$ cat src/rtl/rstseq_pkg.sv
package rstseq_pkg;
    localparam int PC_W   = 16;
    localparam int REG_W  = 8;
    localparam int IEN_W  = 3;
    localparam int MODE_W = 2;

    typedef struct packed {
        logic [PC_W-1:0]   pc;
        logic [REG_W-1:0]  vec_base;
        logic [REG_W-1:0]  rfsh;
        logic [IEN_W-1:0]  ien;
        logic              ictl;
        logic              mask_en;
        logic [MODE_W-1:0] imode;
    } cpu_state_t;

    localparam int STATE_W = $bits(cpu_state_t);

    function automatic cpu_state_t init_state();
        cpu_state_t s;
        s      = '0;
        s.ictl = 1'b1;
        return s;
    endfunction
endpackage

$ cat src/rtl/rstseq_qualify.sv
module rstseq_qualify #(
    parameter int MIN_LOW = 3
) (
    input  logic clk,
    input  logic rst_in_n,
    output logic rst_out,
    output logic rst_next,
    output logic glitch
);
    localparam int CNT_W = $clog2(MIN_LOW + 1);
    localparam logic [CNT_W-1:0] CNT_TOP = CNT_W'(MIN_LOW - 1);

    typedef struct packed {
        logic             cap;
        logic [CNT_W-1:0] cnt;
        logic             rst;
        logic             glitch;
    } qual_t;

    qual_t q_d, q_q;

    always_comb begin
        q_d     = q_q;
        q_d.cap = rst_in_n;
        if (q_q.cap) begin
            q_d.cnt = '0;
            q_d.rst = 1'b0;
            if (q_q.cnt != '0 && !q_q.rst)
                q_d.glitch = 1'b1;
        end else begin
            if (q_q.cnt != CNT_TOP)
                q_d.cnt = q_q.cnt + 1'b1;
            if (q_q.cnt == CNT_TOP)
                q_d.rst = 1'b1;
        end
        if (q_d.rst && !q_q.rst)
            q_d.glitch = 1'b0;
    end

    always_ff @(posedge clk) begin
        q_q <= q_d;
    end

    assign rst_out  = q_q.rst;
    assign rst_next = q_d.rst;
    assign glitch   = q_q.glitch;

    p_release_r2: assert property (@(posedge clk) disable iff (!rst_in_n)
        (q_q.rst && q_q.cap) |=> !q_q.rst);

    p_rise_qualified_r1: assert property (@(posedge clk) disable iff (!rst_in_n)
        $rose(q_q.rst) |-> ($past(q_q.cnt) == CNT_TOP && !$past(q_q.cap)));

    p_glitch_no_reset_r3: assert property (@(posedge clk) disable iff (!rst_in_n)
        $rose(q_q.glitch) |-> !q_q.rst);
endmodule

$ cat src/rtl/rstseq_state.sv
module rstseq_state
    import rstseq_pkg::*;
(
    input  logic               clk,
    input  logic               load_init,
    input  logic               wr_en,
    input  logic [STATE_W-1:0] wr_data,
    output logic [STATE_W-1:0] state
);
    cpu_state_t st_d, st_q;

    always_comb begin
        st_d = st_q;
        if (load_init)
            st_d = init_state();
        else if (wr_en)
            st_d = cpu_state_t'(wr_data);
    end

    always_ff @(posedge clk) begin
        st_q <= st_d;
    end

    assign state = st_q;
endmodule

$ cat src/rtl/rstseq_bus.sv
module rstseq_bus #(
    parameter int N_STRB = 4
) (
    input  logic              clk,
    input  logic              rst_hold,
    input  logic              core_oe,
    input  logic [N_STRB-1:0] core_strb_n,
    output logic              bus_oe,
    output logic [N_STRB-1:0] strb_n,
    output logic              fetch_start
);
    typedef struct packed {
        logic dly;
        logic fetch;
    } seq_t;

    seq_t s_d, s_q;

    always_comb begin
        s_d       = s_q;
        s_d.dly   = rst_hold;
        s_d.fetch = s_q.dly && !rst_hold;
    end

    always_ff @(posedge clk) begin
        s_q <= s_d;
    end

    for (genvar i = 0; i < N_STRB; i++) begin : g_strb
        assign strb_n[i] = core_strb_n[i] | rst_hold;
    end

    assign bus_oe      = core_oe & ~rst_hold;
    assign fetch_start = s_q.fetch;

    p_fetch_single_r8: assert property (@(posedge clk) disable iff (rst_hold)
        s_q.fetch |=> !s_q.fetch);
endmodule

$ cat src/rtl/rstseq_ctrl.sv
module rstseq_ctrl
    import rstseq_pkg::*;
#(
    parameter int MIN_LOW = 3,
    parameter int N_STRB  = 4
) (
    input  logic               clk,
    input  logic               rst_in_n,
    input  logic               core_wr_en,
    input  logic [STATE_W-1:0] core_wr_data,
    input  logic               core_bus_oe,
    input  logic [N_STRB-1:0]  core_strb_n,
    output logic               rst_out,
    output logic               fetch_start,
    output logic               glitch_seen,
    output logic [STATE_W-1:0] state_q,
    output logic               bus_oe,
    output logic [N_STRB-1:0]  strb_n
);
    logic rst_next;

    rstseq_qualify #(.MIN_LOW(MIN_LOW)) i_qual (
        .clk      (clk),
        .rst_in_n (rst_in_n),
        .rst_out  (rst_out),
        .rst_next (rst_next),
        .glitch   (glitch_seen)
    );

    rstseq_state i_state (
        .clk       (clk),
        .load_init (rst_next),
        .wr_en     (core_wr_en),
        .wr_data   (core_wr_data),
        .state     (state_q)
    );

    rstseq_bus #(.N_STRB(N_STRB)) i_bus (
        .clk         (clk),
        .rst_hold    (rst_out),
        .core_oe     (core_bus_oe),
        .core_strb_n (core_strb_n),
        .bus_oe      (bus_oe),
        .strb_n      (strb_n),
        .fetch_start (fetch_start)
    );

    p_state_init_r5: assert property (@(posedge clk) disable iff (!rst_in_n)
        rst_out |-> (state_q == STATE_W'(init_state())));

    p_bus_quiet_r7: assert property (@(posedge clk) disable iff (!rst_in_n)
        rst_out |-> (!bus_oe && (&strb_n)));

    p_fetch_follows_r8: assert property (@(posedge clk) disable iff (!rst_in_n)
        $fell(rst_out) |=> fetch_start);
endmodule

$ cat config.mk
export PLATFORM = sky130hd
export DESIGN_NAME = rstseq_ctrl
export DESIGN_NICKNAME = d
export VERILOG_FILES = /design/src/rtl/rstseq_pkg.sv /design/src/rtl/rstseq_qualify.sv /design/src/rtl/rstseq_state.sv /design/src/rtl/rstseq_bus.sv /design/src/rtl/rstseq_ctrl.sv
export SDC_FILE = /design/constraint.sdc
export NUM_CORES = 1
export LEC_CHECK = 0
export BUFFER_PORTS_ARGS = -buffer_cell sky130_fd_sc_hd__buf_2
export CAP_MARGIN = 15
export CORE_MARGIN = 1
export CORE_UTILIZATION = 39
export DETAILED_ROUTE_END_ITERATION = 7
export GPL_TIMING_DRIVEN = 1
export PLACE_DENSITY_LB_ADDON = 0.3
export REMOVE_ABC_BUFFERS = 1
export SYNTH_ARGS = -nofsm -noshare
export SYNTH_HDL_FRONTEND = slang
export SYNTH_SLANG_ARGS = --single-unit
$ cat constraint.sdc
create_clock -name clk -period 1.4 [get_ports clk]
set_input_delay 0.07 -clock clk [delete_from_list [all_inputs] [get_ports clk]]
set_output_delay 0.07 -clock clk [all_outputs]
set_load 0.005 [all_outputs]
==> results_dict.tcl <==
set metrics [dict create \
    hold_class "input port to register" \
    wl_per_cell_um 11.25 \
    rsz0062_at_grt "false" \
    worst_pin_slew_ns 0.2760 \
    final_nets 312 \
    crit_type "register to output port" \
    dpl-instance-area_mm2 0.002173 \
    grt_pass1_wl_um 5285 \
    max_stage_delay_ns 0.32 \
    cp_data_required_time_ns 1.33 \
    async_flop_share_pct 0 \
    netlist.area_leader.share_pct 55.59 \
    ys_warn_count 0 \
    drt-initial-drc-count 58 \
    die_y_um 67.18 \
    syn_inst 151 \
    cts_tree "built" \
    finalWirelength_um 3533 \
    period_share_pct 89.24 \
    finClkSkew_ns 0.005254 \
    end_kind "output port" \
    outcome "completed" \
    fmax_ghz 0.8004 \
    yosys.area.top_type "dfxtp_1" \
    cts.sinks 46 \
    p_leak_nw 1.331 \
    yosysMostFrequentCell "dfxtp_1" \
    start_kind "register" \
    diodes 0 \
    grt_max_degree 41 \
    rows 23 \
    cts_resized 0 \
    synth-seq-cells 46 \
    path_max_fanout 10 \
    fin_area_mm2 0.002461 \
    synth-main-ff-cell "dfxtp_1" \
    htreeDepth 2 \
    ys_types 16 \
    maxSlewViolCount 0 \
    viasPerCell 4.545 \
    dpl.cell_count 291 \
    ir_worst_vdd_uv 1177 \
    drive_gt1_share_pct 42.05 \
    place.gp.congestion 0.6722 \
    hpwl_um 2407 \
    arrival_ns 1.18 \
    tns_ns 0 \
    clk_latency_ns 0.30 \
    ys_seq_area_share_pct 55.59 \
    synth_area_mm2 0.001657 \
    antenna_left 0 \
    syn_area_per_cell_um2 10.97 \
    synthTopCellsByCount "46 x dfxtp_1, 40 x nor2_1, 39 x mux2i_1, 4 x buf_2, 4 x or2_2" \
    start_util_pct 41.12 \
    cts_buffer_depth 2 \
    clk_pin_slew_ns 0.09 \
    finalNonFillerCells 314 \
    grt_usage_pct 15.99 \
    ioPinCount 94 \
    root_buffer "clkbuf_8" \
    p_per_area_mw_per_mm2 1765 \
    yosys-top-cells-area "dfxtp_1 56%, mux2i_1 24%, nor2_1 9.1%, buf_6 2.0%, ha_1 1.5%" \
    vias 1427 \
    dieArea_mm2 0.004512 \
    drc 0 \
    setup_violations 0 \
    period_needed_ns 1.249 \
    cts_buffers 5 \
    hold_viol_final 0 \
    critical_path_buf_inv_count 2 \
    coreArea_mm2 0.004029 \
    syn_to_final_growth_pct 48.56 \
    maxCapViolCount 0 \
    synth-edff-count 0 \
    drtPass1Iterations 4 \
    die_w_um 67.18 \
    io_buffers 93 \
    slowest_stage "dfxtp_1" \
    grt-ovfl-total 0 \
    relSlewSlack_pct 81.60 \
    post_cts_buffers 0 \
    critPathTopFamily "flip-flops" \
    antenna_found_initial 0 \
    crit_chain "buf_4 -> or2_2 -> buf_2" \
    grt_pass1_vias 1268 \
]
-- worst register-to-register path, delay by kind of cell, from the launching register on --
family	cells	cell delay [ns]
AO/OA/AOI/OAI	1	0.22
flip-flops	1	0.35
AND/OR/NAND/NOR	1	0.12
buffers and inverters	2	0.27
adder cells (fa/ha/maj)	1	0.21
-- kinds of logic after synthesis --
logic type      after synthesis  synth area share [%]
flops                        46                 55.59
mux                          39                 23.56
fa+ha+maj                     2                 1.510
buf+inv                      11                 4.607
simple gates                 48                 12.08
xor+xnor                      1                0.5288
compound gates                4                 2.115
-- report_power, final --
group | switching [mW] | internal, mW
combinational | 0.564 | 0.665
clock | 0.445 | 0.715
sequential | 0.206 | 1.75
total | 1.22 | 3.13
-- layout by cell type, fill, tap and decap left out, drive strengths merged, types with 2 or more instances in the layout --
cell type     n
buf          99
dfxtp        46
nor2         40
mux2i        39
dlygate4sd3  15
clkbuf        5
or2           4
nor2b         3
inv           2
ha            2
bufinv        2
-- state kept, by name, summed over array words and instances (netlist names) --
name and count:
i_state.state 39, i_qual.glitch 1, i_bus.s_q 1, i_qual.q_q 3, i_qual.rst_out 1, i_bus.fetch_start 1
-- per-stage QoR --
step	util (%)	setup WS, ns	hold WS (ns)	total power, mW
after floorplan	-	-0.2291	0.09772	2.517
after global placement	53.94	0.2233	0.1738	3.165
after detailed placement	53.94	0.1594	0.1752	3.197
after CTS	61.09	0.1245	0.001462	4.402
after global routing	61.09	0.06359	0.003355	4.664
final	61.09	0.1506	0.007768	4.344
-- repair_timing --
| item | 4_1_cts | 5_1_grt |
|---|---|---|
| hold buffers | 15 | 0 |
| setup endpoints to repair | 0 | 0 |
| hold endpoints to repair | 15 | 0 |
-- layout make-up --
class,instances,area (µm²)
fill,352,1568
sequential,46,920.9
timing repair buffer,114,673.1
multi-input combinational,94,659.4
clock buffer,5,68.82
clock inverter,3,68.82
tap,50,62.56
inverter,2,7.507
-- final timing paths --
| path | start | to | slack, ns | cells after the start |
|---|---|---|---|---|
| setup / recovery | i_qual.rst_out | strb_n[3] | 0.15 | 3 |
| hold / removal | core_wr_data[0] | i_state.state[0] | 0.008 | 3 |
| setup reg to reg | i_qual.q_q[2] | i_state.state[15] | 0.17 | 5 |
| hold reg to reg | i_bus.s_q[1] | i_bus.fetch_start | 0.44 | 1 |
-- routing by layer --
layer  part of all wire [%]  track usage [%]  vias up
met5                      0                0        -
met4                    2.2            8.777        0
met3                    8.0            6.419       10
met2                     47            27.00       61
met1                     42            16.89      639
li1                       -                -      717
(Power assumes the default switching activity.)
